## src/rtl/bank_xlat_pkg.sv

```systemverilog
package bank_xlat_pkg;
    typedef enum logic [1:0] {
        PRG_WHOLE32   = 2'd0,
        PRG_FIX_FIRST = 2'd1,
        PRG_FIX_LAST  = 2'd2
    } prg_mode_e;

    typedef enum logic {
        PAT_ONE8K = 1'b0,
        PAT_TWO4K = 1'b1
    } pat_mode_e;

    typedef enum logic [1:0] {
        MIR_SINGLE_LO = 2'd0,
        MIR_SINGLE_HI = 2'd1,
        MIR_VERT      = 2'd2,
        MIR_HORZ      = 2'd3
    } mirror_e;
endpackage

```

## src/rtl/bank_xlat_prg.sv

```systemverilog
module bank_xlat_prg
    import bank_xlat_pkg::*;
#(
    parameter int BANK_W  = 4,
    parameter int PAGE_AW = 14
) (
    input  prg_mode_e                   mode,
    input  logic [BANK_W-1:0]           bank,
    input  logic [PAGE_AW:0]            offs,
    output logic [BANK_W+PAGE_AW-1:0]   addr
);
    localparam logic [BANK_W-1:0] LAST_PAGE = '1;

    logic              upper_half;
    logic [BANK_W-1:0] page;

    assign upper_half = offs[PAGE_AW];

    always_comb begin
        unique case (mode)
            PRG_WHOLE32:   page = {bank[BANK_W-1:1], upper_half};
            PRG_FIX_FIRST: page = upper_half ? bank : '0;
            PRG_FIX_LAST:  page = upper_half ? LAST_PAGE : bank;
            default:       page = bank;
        endcase
    end

    assign addr = {page, offs[PAGE_AW-1:0]};
endmodule

```

## src/rtl/bank_xlat_pat.sv

```systemverilog
module bank_xlat_pat
    import bank_xlat_pkg::*;
#(
    parameter int BANK_W  = 5,
    parameter int PAGE_AW = 12
) (
    input  pat_mode_e                   mode,
    input  logic [BANK_W-1:0]           bank_lo,
    input  logic [BANK_W-1:0]           bank_hi,
    input  logic [PAGE_AW:0]            offs,
    output logic [BANK_W+PAGE_AW-1:0]   addr
);
    logic              upper_half;
    logic [BANK_W-1:0] page;

    assign upper_half = offs[PAGE_AW];

    always_comb begin
        unique case (mode)
            PAT_ONE8K: page = {bank_lo[BANK_W-1:1], upper_half};
            PAT_TWO4K: page = upper_half ? bank_hi : bank_lo;
            default:   page = bank_lo;
        endcase
    end

    assign addr = {page, offs[PAGE_AW-1:0]};
endmodule

```

## src/rtl/bank_xlat_side.sv

```systemverilog
module bank_xlat_side
    import bank_xlat_pkg::*;
(
    input  mirror_e     mirror,
    input  logic [1:0]  vid_a11_a10,
    input  logic [2:0]  cpu_top3,
    input  logic        ram_off,
    output logic        nt_page,
    output logic        wram_en
);
    always_comb begin
        unique case (mirror)
            MIR_SINGLE_LO: nt_page = 1'b0;
            MIR_SINGLE_HI: nt_page = 1'b1;
            MIR_VERT:      nt_page = vid_a11_a10[0];
            MIR_HORZ:      nt_page = vid_a11_a10[1];
            default:       nt_page = 1'b0;
        endcase
    end

    assign wram_en = (cpu_top3 == 3'b011) && !ram_off;
endmodule

```

## src/rtl/bank_xlat.sv

```systemverilog
module bank_xlat
    import bank_xlat_pkg::*;
#(
    parameter int PRG_BANK_W  = 4,
    parameter int PRG_PAGE_AW = 14,
    parameter int PAT_BANK_W  = 5,
    parameter int PAT_PAGE_AW = 12,
    localparam int PRG_AW = PRG_BANK_W + PRG_PAGE_AW,
    localparam int PAT_AW = PAT_BANK_W + PAT_PAGE_AW
) (
    input  logic [4:0]          ctrl_reg,
    input  logic [4:0]          prog_bank,
    input  logic [4:0]          pat_bank0,
    input  logic [4:0]          pat_bank1,
    input  logic [15:0]         cpu_addr,
    input  logic [13:0]         ppu_addr,
    output logic [PRG_AW-1:0]   prg_addr,
    output logic                prg_sel,
    output logic [PAT_AW-1:0]   pat_addr,
    output logic                pat_sel,
    output logic                nt_page,
    output logic                wram_en
);
    prg_mode_e prg_mode;
    pat_mode_e pat_mode;
    mirror_e   mir_mode;

    always_comb begin
        if (!ctrl_reg[3])
            prg_mode = PRG_WHOLE32;
        else if (ctrl_reg[2])
            prg_mode = PRG_FIX_LAST;
        else
            prg_mode = PRG_FIX_FIRST;
    end

    assign pat_mode = pat_mode_e'(ctrl_reg[4]);
    assign mir_mode = mirror_e'(ctrl_reg[1:0]);

    bank_xlat_prg #(.BANK_W(PRG_BANK_W), .PAGE_AW(PRG_PAGE_AW)) u_prg (
        .mode (prg_mode),
        .bank (prog_bank[PRG_BANK_W-1:0]),
        .offs (cpu_addr[PRG_PAGE_AW:0]),
        .addr (prg_addr)
    );

    bank_xlat_pat #(.BANK_W(PAT_BANK_W), .PAGE_AW(PAT_PAGE_AW)) u_pat (
        .mode    (pat_mode),
        .bank_lo (pat_bank0[PAT_BANK_W-1:0]),
        .bank_hi (pat_bank1[PAT_BANK_W-1:0]),
        .offs    (ppu_addr[PAT_PAGE_AW:0]),
        .addr    (pat_addr)
    );

    bank_xlat_side u_side (
        .mirror      (mir_mode),
        .vid_a11_a10 (ppu_addr[11:10]),
        .cpu_top3    (cpu_addr[15:13]),
        .ram_off     (prog_bank[4]),
        .nt_page     (nt_page),
        .wram_en     (wram_en)
    );

    assign prg_sel = cpu_addr[15];
    assign pat_sel = (ppu_addr[13] == 1'b0);
endmodule

```

## config.mk

```make
export PLATFORM = sky130hd
export DESIGN_NAME = bank_xlat
export DESIGN_NICKNAME = d
export VERILOG_FILES = /design/src/rtl/bank_xlat_pkg.sv /design/src/rtl/bank_xlat_prg.sv /design/src/rtl/bank_xlat_pat.sv /design/src/rtl/bank_xlat_side.sv /design/src/rtl/bank_xlat.sv
export SDC_FILE = /design/constraint.sdc
export NUM_CORES = 1
export LEC_CHECK = 0
export BUFFER_PORTS_ARGS = -buffer_cell sky130_fd_sc_hd__buf_2
export CORE_MARGIN = 2
export CORE_UTILIZATION = 24
export DETAILED_ROUTE_END_ITERATION = 12
export MAX_ROUTING_LAYER = met4
export PLACE_DENSITY = 0.87
export SLEW_MARGIN = 40
export SYNTH_ARGS = -nofsm -noshare
export SYNTH_HDL_FRONTEND = slang
export SYNTH_HIERARCHICAL = 1
export SYNTH_SLANG_ARGS = --single-unit
```

## constraint.sdc

```tcl
create_clock -name vclk -period 0.8
set_clock_uncertainty 0.1 [all_clocks]
set_input_delay 0.04 -clock vclk [all_inputs]
set_output_delay 0.04 -clock vclk [all_outputs]
set_load 0.005 [all_outputs]
```

== Word-level counts from Yosys, hierarchy flattened ==
Index checks and enable logic that the tools add are counted.

* Register bits after elaboration: 0
* Input bits: 50
* Output and inout bits: 39
* Word-level logic and storage cells: 20

* Eq/ne operators: 6
* Mux-type cells: 8
* Bitwise gates (word level): 2
* Reductions and logical operators: 4

{| class="wikitable"
|+ Operators by type and width
! kind !! number
|-
| $pmux 4 s3 || 1
|-
| $pmux 5 s2 || 1
|-
| $mux 4 || 2
|-
| $eq 2x2->1 const B || 3
|-
| $mux 5 || 1
|-
| $eq 2x1->1 const B || 2
|-
| $logic_not 2->1 || 2
|-
| $mux 2 || 2
|-
| $pmux 1 s4 || 1
|-
| $eq 3x2->1 const B || 1
|-
| $not 1->1 || 2
|-
| $logic_and 1x1->1 || 1
|-
| $logic_not 1->1 || 1
|}

== Depth between registers and ports, before layout ==
* Word-level depth: 4
* Depth in mapped cells: 4
* Mapped depth without buffers: 4

== Cells and area by module ==
Netlist, hierarchy kept.

{| class="wikitable"
|+ By module, submodules not included
! module !! times used !! cells an instance !! area each (um^2) !! seq. area each (um^2)
|-
| bank_xlat_pat || 1 || 20 || 171.4 || 0.0
|-
| bank_xlat_prg || 1 || 28 || 171.4 || 0.0
|-
| bank_xlat || 1 || 4 || 27.5 || 0.0
|-
| bank_xlat_side || 1 || 5 || 23.8 || 0.0
|}

== Least setup slack after synthesis ==
OpenSTA, ideal clock, no wires.

* Kind: input to output
* From: input ctrl_reg[2]
* To: output prg_addr[15]
* Data arrival time: 610 ps
* Data required time: 660 ps
* Path slack: 50 ps
* Stages: 4
* Path buffers: 0
* Cell sequence: and2b_2 > and2b_2 > nor2_1 > nor2_1

* Word-level cells in the longest chain between the ends: 4
* Elaborated cells on any way between the ends: 6
* Those cells by class: eq/ne: 2; mux: 3; reduce/logical: 1

{| class="wikitable"
|+ RTL lines
! what !! line !! RTL
|-
| start, declared || bank_xlat.sv:11 || <nowiki>input logic [4:0] ctrl_reg,</nowiki>
|-
| $mux 2 (*) || bank_xlat.sv:31 || <nowiki>else if (ctrl_reg[2])</nowiki>
|-
| $mux 2 (*) || bank_xlat.sv:29 || <nowiki>if (!ctrl_reg[3])</nowiki>
|-
| $eq 2x2->1 (tied with other cells) || bank_xlat_prg.sv:20 || <nowiki>unique case (mode)</nowiki>
|-
| $pmux 4 s3 (*) || bank_xlat_prg.sv:20 ||
|-
| end, declared || bank_xlat.sv:17 || <nowiki>output logic [PRG_AW-1:0] prg_addr,</nowiki>
|}

Mark *: on every way between the ends. The rest lies on a longest branch, timed or not.

== Worst setup path in the final report ==
* From: input ctrl_reg[2]
* To: output prg_addr[17]

* Word-level cells in the longest chain between the ends: 4
* Elaborated cells on any way between the ends: 6
* Those cells by class: eq/ne: 2; mux: 3; reduce/logical: 1

{| class="wikitable"
|+ RTL lines
! what !! line !! RTL
|-
| $mux 2 (*) || bank_xlat.sv:31 ||
|-
| $mux 2 (*) || bank_xlat.sv:29 ||
|-
| named net prg_mode[0] || bank_xlat.sv:24 || <nowiki>prg_mode_e prg_mode;</nowiki>
|-
| $eq 2x2->1 (tied with other cells) || bank_xlat_prg.sv:20 ||
|-
| $pmux 4 s3 (*) || bank_xlat_prg.sv:20 ||
|}

Mark *: on every way through the listed nets, which the timed path passes. The rest lies on a longest branch.

==> metrics.cfg <==
[routing]
drtIter0Drc=3
drc=0
drt_pass1_iterations=4
ant_nets=0
vias=494
wl_um=1250
wl_per_cell_um=11.1
vias_per_cell=4.37

[cells_and_area]
drive_gt1_frac=0.536
area_growth_pct=78.4
nNetsFinal=149
regArea_um2=0
fillCellCount=164
design_area_um2=703
design.seq.count=0
multi_input_area_um2=190
n_antenna_cell=0
clockBufferCount=0

[critical_path]
path_cells=buf_6 > and2b_2 > and2b_2 > nor2_1 > nor2_1 > buf_2
end_kind=primary output
crit_type=primary input to primary output
worstPathArrival_ps=830
max_stage_delay_ps=230
critPathMaxFanout=3
required_ps=660
cp-start-kind=primary input
cp_slowest_cell=and2b_2

[global_routing]
antenna_found_initial=0
globalRouteOverflowTotal=0
grtUsageTotal=0.0923
grt_pass1_vias=384
grt_pass1_wl_um=1430
grt_max_degree=5

[floorplan]
ios=89
start_util=0.259
die_w_um=44.5
die_y_um=44.5
core-area_um2=1520
die_area_um2=1980
rows=14

[synthesis]
ys_types=12
synth_cells=57
ys_warn_count=6
yosysTopAreaCellShare=0.514
ys_top_cells_by_area=buf_4, mux2_4, a21oi_1, nor2_1, and2b_2
seq_area_frac_synth=0
yosysTopAreaCell=buf_4
synth_area_per_cell_um2=6.91
yosysMostFrequentCell=buf_4
synth_common_cells=buf_4, a21oi_1, nor2_1
syn-num-nets=107
synth_area_um2=394

[run]
cap_violations=0

[sta]
worst_slew_pin_slew_ps=129
setup_viol=3
grt_setup_unrepaired=true
finalHoldViolations=0
fmax_mhz=1030
final_max_slew_viol_count=0
period_needed_ps=972
finalCritPeriodShare=1.22
finalWorstSetupSlack_ps=-172
slew_headroom=0.914

[pwr]
p_switching_uw=125
p_clk_frac=0
combPwrFrac=1.000
swShare=0.356
power_uw=353
peakVddDrop_mv=0.176
p_int_uw=227
power_leakage_nw=0.385
seq_power_share=0
power_density_nw_per_um2=501

[status]
run_status=finished, violations left
violations=negative setup slack

[placed_design]
portBuffers=43
gp_congestion=0.521
place_ws_ps=-180
placed_area_um2=434

[clock_tree]
cts_setup_buffers=0

[worst_hold_path]
min_path_type=primary input to primary output

power groups by stage:
stage	clock [mW]	combinational [mW]	sequential [mW]
floorplan	0	0.197	0
global placement	0	0.218	0
detailed placement	0	0.226	0
CTS	0	0.350	0
global route	0	0.384	0
finish	0	0.353	0
per-stage QoR:
step / TNS (ps) / utilization / std cells / hold WS, ps
after detailed placement: -817 / 0.285 / 90 / -20.0
after floorplan: 0 / - / 57 / 6.54
final: -501 / 0.461 / 113 / 162
after CTS: -518 / 0.456 / 113 / 163
after global placement: -666 / 0.285 / 90 / -20.0
after global routing: -715 / 0.461 / 113 / 168
worst max-delay path: cells and delay by family:
family                 cells  cell delay [ps]
buffers and inverters      2              210
AND/OR/NAND/NOR            4              580
per-layer routing:
metal	global-route usage	wire length (um)	vias to the layer above
li1	-	-	237
met1	0.0578	302	209
met2	0.243	793	48
met3	0	154	0
met4	0	0	0
met5	-	0	-
cell type report:
type	instances	area share
repair buffers	67	0.680
multi-input cells	26	0.270
well taps	16	0.0285
inverters	4	0.0214
logic make-up after synthesis:
kind of cell	after synthesis	synth area share
AND/OR/NAND/NOR	13	0.175
buffers and inverters	31	0.552
AO/OA/AOI/OAI	9	0.121
multiplexers	4	0.152
layout by cell type (no fill, tap or decap), drive strengths merged:
cell	synthesis	final
a31oi	2	2
nand2b	1	1
mux2	4	4
nand2	2	2
nor3	1	1
buf	27	44
a21oi	7	7
nor2	6	6
dlygate4sd3	0	23
inv	4	4
and2b	2	2
and2	1	1
final timing paths:
path	from	to	cells past startpoint
max	ctrl_reg[2]	prg_addr[17]	6
min	ppu_addr[10]	pat_addr[10]	2
what timing repair did:
item / 4_1_cts / 5_1_grt
hold buffers: 23 / 0
gates resized for setup: 6 / 1
pin swaps: 3 / 1
setup endpoints to repair: 7 / 8
endpoints found under the hold margin: 23 / 0
Note: power is estimated with default switching activity, not from simulation.
